<file path="src/rtl/cvic_pkg.sv">
package cvic_pkg;
  typedef enum logic {
    MODE_FIXED  = 1'b0,
    MODE_GREEDY = 1'b1
  } iss_mode_e;
endpackage

</file>
<file path="src/rtl/cvic_state.sv">
module cvic_state #(
  parameter int M = 7
) (
  input  logic         clk,
  input  logic         rst_n,
  input  logic         fire,
  input  logic         idle,
  input  logic         cfg_we,
  input  logic [M-1:0] cfg_vec,
  output logic [M-1:0] st_o,
  output logic [M-1:0] cv_o
);
  logic [M-1:0] st_q, cv_q, st_shift;

  assign st_shift = st_q >> 1;

  always_ff @(posedge clk) begin
    if (!rst_n) begin
      st_q <= '0;
      cv_q <= '0;
    end else begin
      st_q <= fire ? (st_shift | cv_q) : st_shift;
      if (cfg_we && idle) cv_q <= cfg_vec;
    end
  end

  assign st_o = st_q;
  assign cv_o = cv_q;

  // an issue edge never clears a mask bit in the next state
  p_issue_covers_mask_r4: assert property (@(posedge clk) disable iff (!rst_n)
    fire |=> ((st_q & $past(cv_q)) == $past(cv_q)));
endmodule

</file>
<file path="src/rtl/cvic_latcnt.sv">
module cvic_latcnt #(
  parameter int M  = 7,
  parameter int CW = 4
) (
  input  logic          clk,
  input  logic          rst_n,
  input  logic          fire,
  output logic [CW-1:0] since_o,
  output logic          idle_o
);
  localparam logic [CW-1:0] SAT = CW'(M + 1);
  logic [CW-1:0] cnt_q;

  always_ff @(posedge clk) begin
    if (!rst_n)            cnt_q <= SAT;
    else if (fire)         cnt_q <= CW'(1);
    else if (cnt_q != SAT) cnt_q <= cnt_q + CW'(1);
  end

  assign since_o = cnt_q;
  assign idle_o  = (cnt_q == SAT);

  p_cnt_sat_r6: assert property (@(posedge clk) disable iff (!rst_n)
    (cnt_q >= CW'(1)) && (cnt_q <= SAT));
  p_cnt_restart_r6: assert property (@(posedge clk) disable iff (!rst_n)
    fire |=> (cnt_q == CW'(1)));
endmodule

</file>
<file path="src/rtl/cvic_gate.sv">
module cvic_gate
  import cvic_pkg::*;
#(
  parameter int CW = 4
) (
  input  logic          clk,
  input  logic          rst_n,
  input  logic          iss_valid,
  input  iss_mode_e     mode,
  input  logic [CW-1:0] lat_sel,
  input  logic [CW-1:0] since,
  input  logic          idle,
  input  logic          blocked,
  output logic          iss_ready
);
  logic timing_ok;

  always_comb begin
    unique case (mode)
      MODE_GREEDY: timing_ok = 1'b1;
      MODE_FIXED:  timing_ok = idle || (since == lat_sel);
      default:     timing_ok = 1'b0;
    endcase
  end

  assign iss_ready = iss_valid && !blocked && timing_ok;

  // no grant without a request
  p_grant_has_req_r3: assert property (@(posedge clk) disable iff (!rst_n)
    iss_ready |-> iss_valid);
endmodule

</file>
<file path="src/rtl/cvic_top.sv">
module cvic_top
  import cvic_pkg::*;
#(
  parameter int M = 7,
  localparam int CW = $clog2(M + 2)
) (
  input  logic          clk,
  input  logic          rst_n,
  input  logic          cfg_we,
  input  logic [M-1:0]  cfg_vec,
  input  logic          greedy,
  input  logic [CW-1:0] lat_sel,
  input  logic          iss_valid,
  output logic          iss_ready,
  output logic [M-1:0]  state_o,
  output logic [CW-1:0] since_o
);
  localparam logic [CW-1:0] SAT = CW'(M + 1);

  logic          fire, idle;
  logic [M-1:0]  st, cv, cv_at_lat;
  logic [CW-1:0] since;
  iss_mode_e     mode;

  assign mode = greedy ? MODE_GREEDY : MODE_FIXED;
  assign fire = iss_valid && iss_ready;

  cvic_state #(.M(M)) u_state (
    .clk(clk), .rst_n(rst_n), .fire(fire), .idle(idle),
    .cfg_we(cfg_we), .cfg_vec(cfg_vec), .st_o(st), .cv_o(cv)
  );

  cvic_latcnt #(.M(M), .CW(CW)) u_cnt (
    .clk(clk), .rst_n(rst_n), .fire(fire), .since_o(since), .idle_o(idle)
  );

  cvic_gate #(.CW(CW)) u_gate (
    .clk(clk), .rst_n(rst_n), .iss_valid(iss_valid), .mode(mode),
    .lat_sel(lat_sel), .since(since), .idle(idle), .blocked(st[0]),
    .iss_ready(iss_ready)
  );

  assign state_o = st;
  assign since_o = since;

  // mask bit for the latency of the issue being made now
  assign cv_at_lat = cv >> (since - CW'(1));

  // an issue never uses a latency the mask forbids
  p_no_collision_r2: assert property (@(posedge clk) disable iff (!rst_n)
    (fire && since <= CW'(M)) |-> !cv_at_lat[0]);
  // once the counter has saturated the pipeline holds no reservations
  p_drained_clean_r5: assert property (@(posedge clk) disable iff (!rst_n)
    (since == SAT) |-> (st == '0));
endmodule

</file>
<file path="config.mk">
export PLATFORM = sky130hd
export DESIGN_NAME = cvic_top
export DESIGN_NICKNAME = d
export VERILOG_FILES = /design/src/rtl/cvic_pkg.sv /design/src/rtl/cvic_state.sv /design/src/rtl/cvic_latcnt.sv /design/src/rtl/cvic_gate.sv /design/src/rtl/cvic_top.sv
export SDC_FILE = /design/constraint.sdc
export NUM_CORES = 1
export LEC_CHECK = 0
export ABC_AREA = 0
export BUFFER_PORTS_ARGS = -buffer_cell sky130_fd_sc_hd__buf_2
export CELL_PAD_IN_SITES_DETAIL_PLACEMENT = 2
export CELL_PAD_IN_SITES_GLOBAL_PLACEMENT = 2
export CORE_UTILIZATION = 29
export CTS_CLUSTER_SIZE = 28
export DETAILED_ROUTE_END_ITERATION = 12
export PLACE_DENSITY = 0.77
export SLEW_MARGIN = 10
export SYNTH_ARGS = -nofsm -noshare
export SYNTH_HDL_FRONTEND = slang
export SYNTH_SLANG_ARGS = --single-unit
</file>
<file path="constraint.sdc">
create_clock -name clk -period 4.6 [get_ports clk]
set_input_delay 0.23 -clock clk [delete_from_list [all_inputs] [get_ports clk]]
set_output_delay 0.23 -clock clk [all_outputs]
set_load 0.02 [all_outputs]
</file>
; ---- Word level (Yosys, flattened, before mapping)
; Cells that the tools add are included.
[word_totals]
regBits = 18
in_bits = 16
[op_classes]
addsub = 1
n_eq_ne = 3
mux = 5
bitwise_logic = 3
n_reduce_logical = 9
[ops]
columns = op, n
row1 = 4-bit 2-to-1 mux, 2
row2 = 6-bit by 7-bit OR with 7-bit output, 1
row3 = 6-bit 2-to-1 mux, 1
row4 = "4-bit by 1-bit adder with 4-bit output, second input constant", 1
row5 = 4-bit equality test, 1
row6 = "4-bit equality test, second input constant", 1
row7 = 1-bit logical AND, 4
row8 = "4-bit inequality test, second input constant", 1
row9 = 1-bit NOT, 2
row10 = 1-bit case mux with 2 select lines, 1
row11 = 2-bit AND reduction, 1
row12 = 2-bit nonzero test, 1
row13 = 2-bit OR reduction, 1
row14 = 1-bit logical NOT, 1
row15 = 1-bit logical OR, 1
row16 = 1-bit 2-to-1 mux, 1

; ---- Logic depth before layout (Yosys ltp)
; Gate-level depths: netlist of the first run.
[logic_depth]
ltp_word = 6
depth_mapped = 8

; ---- By module
; Synthesis of the first run repeated with hierarchy kept, for this count alone.
[unflattened]
cells_unflattened = 81
area_unflattened_um2 = 782.0
[by_module_without_submodules]
columns = module, n_inst, cells_each, area_each_um2
row1 = cvic_state, 1, 53, 523.0
row2 = cvic_latcnt, 1, 20, 197.7
row3 = cvic_gate, 1, 7, 55.1
row4 = cvic_top, 1, 1, 6.3

; ---- Least setup slack after synthesis of the first run
; No wires, ideal clock.
[synth_path]
kind = register -> register
from = register u_cnt.cnt_q[0] (netlist: u_cnt.since_o[0])
to = register u_state.st_q[6] (netlist: u_state.st_o[6])
setup_time_ns = 0.116
t_arrival_ns = 1.612
path_slack_ns = 2.872
path_stages_with_launch = 7
path_buffers = 1
path_cell_list = dfxtp_1 inv_1 ha_1 and3b_1 buf_6 o31a_4 and3_2
[synth_via]
elab_chain_cells = 6
[synth_lines]
columns = element, line
row1 = "start, declared", cvic_latcnt.sv:12  ; logic [CW-1:0] cnt_q;
row2 = "start signal, assigned", cvic_latcnt.sv:17  ; else if (cnt_q != SAT) cnt_q <= cnt_q + CW'(1);
row3 = 4-bit equality test (on tied branches), "cvic_latcnt.sv:21, cvic_gate.sv:21"
row4 = 1-bit logical OR (*), cvic_gate.sv:21  ; MODE_FIXED: timing_ok = idle || (since == lat_sel);
row5 = 1-bit case mux with 2 select lines (*), cvic_gate.sv:19  ; unique case (mode)
row6 = 1-bit logical AND (*), cvic_gate.sv:26  ; assign iss_ready = iss_valid && !blocked && timing_ok;
row7 = via iss_ready, cvic_top.sv:14  ; output logic iss_ready,
row8 = 1-bit logical AND (*), cvic_top.sv:26  ; assign fire = iss_valid && iss_ready;
row9 = 2-bit AND reduction (no source line) (*), -
row10 = "end signal, assigned", cvic_state.sv:22  ; st_q <= fire ? (st_shift | cv_q) : st_shift;
row11 = "end, declared", cvic_state.sv:13  ; logic [M-1:0] st_q, cv_q, st_shift;
; Mark *: on every way through the listed nets, which the timed path passes. The rest lies on a longest branch.
; A chain may end at the register's enable or synchronous reset.

; ---- Worst setup path in the final report of the first run
[layout_path]
from = register u_cnt.cnt_q[0] (netlist: u_cnt.since_o[0])
to = output iss_ready
[layout_via]
elab_chain_cells = 4
[layout_lines]
columns = element, line
row1 = 4-bit equality test (on tied branches), "cvic_latcnt.sv:21, cvic_gate.sv:21"
row2 = 1-bit logical OR (*), cvic_gate.sv:21
row3 = 1-bit case mux with 2 select lines (*), cvic_gate.sv:19
row4 = 1-bit logical AND (*), cvic_gate.sv:26
row5 = "end, declared", cvic_top.sv:14
; Every way passes the cells marked *; elsewhere a longest branch is shown, timed or not.

==> results of run 1 <==
## report_power, final
part	internal, uW	total (uW)	switching, uW
logic	39.1	101	61.6
registers	171	185	13.5
clock network	48.2	99.7	51.4
## sequential cells by signal, summed over array words and instances (netlist names)
register and flops:
u_cnt.since_o 4, u_state.cv_o 7, u_state.st_o 7
## kinds of logic after synthesis
kind of cell | after synthesis
DFF | 18
xor gates and xnor gates | 7
adders and majority gates | 2
buffers and inverters | 8
muxes | 1
AOI/OAI and AO/OA | 16
and+or+nand+nor | 36
## layer usage
layer | wire length, um | vias up | global-route usage | share of wire
met5 | 0 | - | 0 | 0
met4 | 34 | 0 | 0.0897 | 0.018
met3 | 79 | 4 | 0.0250 | 0.042
met2 | 879 | 16 | 0.243 | 0.46
met1 | 905 | 315 | 0.190 | 0.48
li1 | - | 344 | - | -
## through the flow
| stage | instances | instance area [um2] | total power [uW] | hold slack (ns) | util |
|---|---|---|---|---|---|
| finish | 143 | 977 | 385 | 0.168 | 0.384 |
| floorplan | 88 | 802 | 266 | 0.375 | - |
| CTS | 143 | 977 | 393 | 0.163 | 0.384 |
| global route | 143 | 977 | 410 | 0.177 | 0.384 |
| global placement | 139 | 941 | 287 | 0.436 | 0.370 |
| detailed placement | 139 | 941 | 291 | 0.449 | 0.370 |
## synth_stat cells, types with 2 or more instances
master | instances | area (um2)
nand2_1 | 21 | 78.8
dfxtp_1 | 18 | 360
a21boi_0 | 7 | 52.6
nand3_1 | 7 | 35.0
o21ai_0 | 7 | 35.0
xor2_1 | 5 | 43.8
clkbuf_1 | 4 | 15.0
ha_1 | 2 | 25.0
inv_1 | 2 | 7.51
xnor2_1 | 2 | 17.5
## worst max path at each step
stage / slack [ns] / endpoint / startpoint
after global routing: 2.44 / iss_ready / u_cnt.since_o[0]$_SDFFE_PN0P_
final: 2.57 / iss_ready / u_cnt.since_o[0]$_SDFFE_PN0P_
after floorplan: 2.87 / u_state.st_o[6]$_SDFF_PN0_ / u_cnt.since_o[0]$_SDFFE_PN0P_
after detailed placement: 2.80 / u_state.st_o[1]$_SDFF_PN0_ / u_cnt.since_o[0]$_SDFFE_PN0P_
after CTS: 2.53 / iss_ready / u_cnt.since_o[0]$_SDFFE_PN0P_
after global placement: 2.93 / iss_ready / u_cnt.since_o[0]$_SDFFE_PN0P_
## cell type report
cell class | count | area [um2] | area share
multi-input combinational | 62 | 400 | 0.410
sequential | 18 | 360 | 0.369
timing repair buffer | 27 | 135 | 0.138
tap | 30 | 37.5 | 0.0384
clock buffer | 4 | 36.3 | 0.0371
inverter | 2 | 7.51 | 0.00768
## worst max-delay path, cell delays in order, from the launching register on
cell and delay, ns:
dfxtp_1 0.45, inv_1 0.07, ha_1 0.19, and3b_1 0.27
o31a_4 0.36, buf_2 0.17
==> impl_metrics.env, run 1 <==
export IMPL_synth_mux_area_frac=0.0125
export IMPL_final_cell_mix="27 x buf_2, 21 x nand2_1, 18 x dfxtp_1"
export IMPL_drt_pass1_iterations=1
export IMPL_overflow=0
export IMPL_timing_rr_end="u_state.st_o[1]$_SDFF_PN0_"
export IMPL_portBuffers=27
export IMPL_crit_type="flop to primary output"
export IMPL_vias=679
export IMPL_drv_cap=0
export IMPL_hp_class="primary input to flop"
export IMPL_cts_tree="yes"
export IMPL_wire_per_inst_um=13.3
export IMPL_min_from="cfg_vec[2]"
export IMPL_clk_pin_slew_worst_paths_ns=0.11
export IMPL_final_setup_skew_ns=0.00678
export IMPL_synth_xor_area_share=0.0764
export IMPL_grt_pass1_wl_mm=3.09
export IMPL_setup_ws_ns=2.57
export IMPL_place_ws_ns=2.80
export IMPL_synthArstFlopShare=0
export IMPL_clock_sinks=18
export IMPL_drc=0
export IMPL_maxSlewViolCount=0
export IMPL_rsz0062_at_grt="false"
export IMPL_num_nets_final=132
export IMPL_max_freq_mhz=492
export IMPL_grt_start_max_net_pins=25
export IMPL_ys_ff_latch=18
export IMPL_drtIter0Drc=0
export IMPL_die_area_mm2=0.00298
export IMPL_final_common_cell="buf_2"
export IMPL_antenna_found_initial=0
export IMPL_period_needed_ns=2.03
export IMPL_synth_compound_area_frac=0.140
export IMPL_yosys_warnings=0
export IMPL_syn_area_um2=802
export IMPL_wl_mm=1.90
export IMPL_r2r_start="u_cnt.since_o[0]$_SDFFE_PN0P_"
export IMPL_avgSynthCellArea_um2=9.11
export IMPL_ys_seq_area_frac=0.449
export IMPL_hold_buffers=0
export IMPL_yosys_area_share_adder=0.0312
export IMPL_hold_path_end="u_state.cv_o[2]$_SDFFE_PN0P_"
export IMPL_irDropWorstVdd_mv=0.209
export IMPL_cp_end_kind="primary output"
export IMPL_cts_path_max_buffers=2
export IMPL_ios=28
export IMPL_worstRegToRegCells=5
export IMPL_ys_flop_type="dfxtp_1"
export IMPL_fp_dieW_um=54.6
export IMPL_grt_pass1_vias=695
export IMPL_status="finished, final reports clean"
export IMPL_netlist_instances=88
export IMPL_period_share=0.442
export IMPL_cts_setup_buffers=0
export IMPL_hold_viol=0
export IMPL_gp_congestion=0.628
export IMPL_synth_top_family_by_area="simple AND/OR/NAND/NOR gates"
export IMPL_power_density_mw_per_mm2=394
export IMPL_vias_per_cell=4.75
export IMPL_cts_max_level=1
export IMPL_antenna_cells=0
export IMPL_root_buffer="clkbuf_4"
export IMPL_synth_distinct_cells=23
export IMPL_start_util=0.315
export IMPL_worst_pin_slew_ns=0.543
export IMPL_syn_nets=106
export IMPL_dp_hpwl_mm=1.48
export IMPL_core_mm2=0.00254
export IMPL_cts_made_buffers=3
export IMPL_ant_nets=0
export IMPL_synth_edf_count=0
export IMPL_power_leakage_uw=0.000422
export IMPL_reg2reg_slack_ns=2.83
export IMPL_area_growth_synth_to_final_pct=21.8
export IMPL_n_fill_cell=303
export IMPL_start_kind="flop"
export IMPL_grt_usage=0.152
export IMPL_insertion_delay_ns=0.30
export IMPL_layout_drive_gt1_share=0.310
export IMPL_relSlewSlack=0.637
export IMPL_whs_path_depth=3
export IMPL_num_rows=18
export IMPL_fin_tns_setup_ns=0
export IMPL_required_ns=4.37
export IMPL_setup_viol=0
export IMPL_yosys_area_share_simple=0.239
export IMPL_cts_resized=0
export IMPL_cp_arrival_ns=1.80
export IMPL_die_h_um=54.6
export IMPL_critPathMaxFanout=7
Power figures use the tool's default switching activity.
==> inputs of run 2 (changes only) <==
- ABC_AREA: 0 -> 1
- CORE_UTILIZATION: 29 -> 26
- PLACE_DENSITY: 0.77 -> 0.73
- clock period: 4.6 -> 2 ns (I/O delays scaled with it)
==> impl_metrics.env, run 2 <==
export IMPL_endpoint="iss_ready"
export IMPL_antenna_found_initial=0
export IMPL_relSlewSlack=0.690
export IMPL_grt_usage=0.145
export IMPL_ys_ff_latch=18
export IMPL_root_buffer="clkbuf_4"
export IMPL_gp_congestion=0.780
export IMPL_drtIter0Drc=6
export IMPL_hold_viol=0
export IMPL_synthMostInstantiatedCell="nand2_1"
export IMPL_fp_dieW_um=58.5
export IMPL_syn_area_um2=830
export IMPL_cp_end_kind="primary output"
export IMPL_setup_ws_ns=0.162
export IMPL_place_ws_ns=0.400
export IMPL_reg2reg_slack_ns=0.53
export IMPL_synth_common_cells="23 x nand2_1, 18 x dfxtp_1, 14 x a21oi_1, 14 x inv_1, 14 x nand3_1"
export IMPL_overflow=0
export IMPL_setup_viol=0
export IMPL_period_share=0.919
export IMPL_max_freq_mhz=544
export IMPL_holdWs_ns=0.0645
export IMPL_rsz0062_at_grt="false"
export IMPL_die_area_mm2=0.00342
export IMPL_power_density_mw_per_mm2=880
export IMPL_drc=0
export IMPL_ys_seq_area_frac=0.434
export IMPL_grtUsageMet2=0.259
export IMPL_die_h_um=58.5
export IMPL_grtUsageMet3=0.0264
export IMPL_ys_flop_type="dfxtp_1"
export IMPL_ant_nets=0
export IMPL_final_common_cell="buf_2"
export IMPL_wire_per_inst_um=12.1
export IMPL_start_kind="flop"
export IMPL_antenna_cells=0
export IMPL_maxSlewViolCount=0
export IMPL_avgSynthCellArea_um2=7.54
export IMPL_syn_nets=128
export IMPL_grt_start_max_net_pins=15
export IMPL_r2r_start="u_cnt.since_o[1]$_SDFFE_PP0N_"
export IMPL_cp_arrival_ns=1.74
export IMPL_cts_max_level=1
export IMPL_num_rows=20
export IMPL_ios=28
export IMPL_synthArstFlopShare=0
export IMPL_crit_type="flop to primary output"
export IMPL_worstRegToRegCells=9
export IMPL_period_needed_ns=1.84
export IMPL_hp_class="primary input to flop"
export IMPL_top_usage_layer="met2"
export IMPL_drt_pass1_iterations=3
export IMPL_core_mm2=0.00303
export IMPL_final_setup_skew_ns=0.000566
export IMPL_vias=800
export IMPL_cts_setup_buffers=0
export IMPL_netlist_instances=110
export IMPL_p_total_uw=918
export IMPL_layout_drive_gt1_share=0.326
export IMPL_insertion_delay_ns=0.29
export IMPL_final_cell_mix="27 x buf_2, 23 x nand2_1, 17 x dfxtp_1"
export IMPL_status="finished, final reports clean"
export IMPL_synth_edf_count=0
export IMPL_num_nets_final=157
export IMPL_wl_mm=2.20
export IMPL_clock_sinks=18
export IMPL_layout_cells_non_filler=182
export IMPL_cts_path_max_buffers=2
export IMPL_irDropWorstVdd_mv=0.274
export IMPL_cp_startpoint="u_cnt.since_o[1]$_SDFFE_PP0N_"
export IMPL_timing_rr_end="u_cnt.since_o[1]$_SDFFE_PP0N_"
export IMPL_grt_pass1_vias=846
export IMPL_fin_tns_setup_ns=0
export IMPL_grt_pass1_wl_mm=3.75
export IMPL_power_leakage_uw=0.000486
export IMPL_vias_per_cell=4.40
export IMPL_synth_top_area_cell="dfxtp_1"
export IMPL_area_growth_synth_to_final_pct=25.8
export IMPL_cts_made_buffers=3
export IMPL_required_ns=1.90
export IMPL_synth_distinct_cells=19
export IMPL_start_util=0.274
export IMPL_synth_top_area_frac=0.434
export IMPL_clk_pin_slew_worst_paths_ns=0.11
export IMPL_drv_cap=0
export IMPL_use_met1=0.181
export IMPL_worst_pin_slew_ns=0.463
export IMPL_yosys_warnings=0
export IMPL_portBuffers=27
export IMPL_dp_cells=177
export IMPL_critPathMaxFanout=11
export IMPL_dp_hpwl_mm=1.74
export IMPL_synthTopCellsByArea="dfxtp_1 43%, nand2_1 10%, a21oi_1 8.4%"
export IMPL_cts_tree="yes"
## run 2: changes by cell type after synthesis, moves of 4 or more
| cell | before | now |
|---|---|---|
| nand3_1 | 7 | 14 |
| a21oi_1 | 0 | 14 |
| inv_1 | 2 | 14 |
| o21ai_0 | 7 | 1 |
| inv_2 | 0 | 4 |
| a21boi_0 | 7 | 0 |
| nor2_1 | 0 | 5 |
## run 2: worst min path at each step
stage / start / depth (start not counted) / to / slack (ns)
global route: cfg_vec[1] / 3 / u_state.cv_o[1]$_SDFFE_PN0P_ / 0.06
finish: cfg_vec[3] / 3 / u_state.cv_o[3]$_SDFFE_PN0P_ / 0.06
global placement: rst_n / 2 / u_cnt.since_o[3]$_SDFFE_PN1P_ / 0.32
floorplan: rst_n / 1 / u_cnt.since_o[3]$_SDFFE_PN1P_ / 0.16
detailed placement: rst_n / 2 / u_cnt.since_o[3]$_SDFFE_PN1P_ / 0.31
CTS: cfg_vec[3] / 3 / u_state.cv_o[3]$_SDFFE_PN0P_ / 0.06
## run 2: through the flow
stage | util | area, um2
finish | 0.345 | 1040
global route | 0.345 | 1040
CTS | 0.343 | 1040
detailed placement | 0.328 | 993
global placement | 0.328 | 993
floorplan | - | 830
## run 2: cell type report
cell class                 instances  area, um2
sequential                        18        362
multi-input combinational         70        375
clock buffer                       4       36.3
timing repair buffer              28        145
inverter                          18       70.1
tap                               44       55.1
fill                             373       1980
## run 2: power breakdown
part | leakage [uW] | internal, uW | switching [uW]
clock network | 0.0000210 | 111 | 115
logic | 0.000318 | 94.0 | 175
registers | 0.000147 | 393 | 29.8
## run 2: kinds of logic after synthesis
logic type	count (synthesis)	share of synthesized area
buffers and inverters	22	0.113
AOI/OAI and AO/OA	18	0.122
DFF	18	0.434
adders and majority gates	2	0.0302
and+or+nand+nor	48	0.279
xor gates and xnor gates	2	0.0211
## run 2: layer usage
| metal | routed length (um) | part of all wire | up-vias |
|---|---|---|---|
| met3 | 55 | 0.025 | 0 |
| li1 | - | - | 401 |
| met5 | 0 | 0 | - |
| met2 | 1130 | 0.51 | 11 |
| met4 | 0 | 0 | 0 |
| met1 | 1020 | 0.46 | 388 |
## run 2: worst max-delay path: stages (launching register included)
cell and delay (ns):
dfxtp_1 0.45, inv_2 0.07, ha_1 0.20, nand3_2 0.12, inv_4 0.09, nor2_4 0.10
nand2_4 0.08, nand2_2 0.12, inv_2 0.05, buf_2 0.15
## run 2: what timing repair did
item	4_1_cts	5_1_grt
hold buffers	1	0
setup endpoints to repair	0	1
endpoints found under the hold margin	1	0
resized for setup	0	2
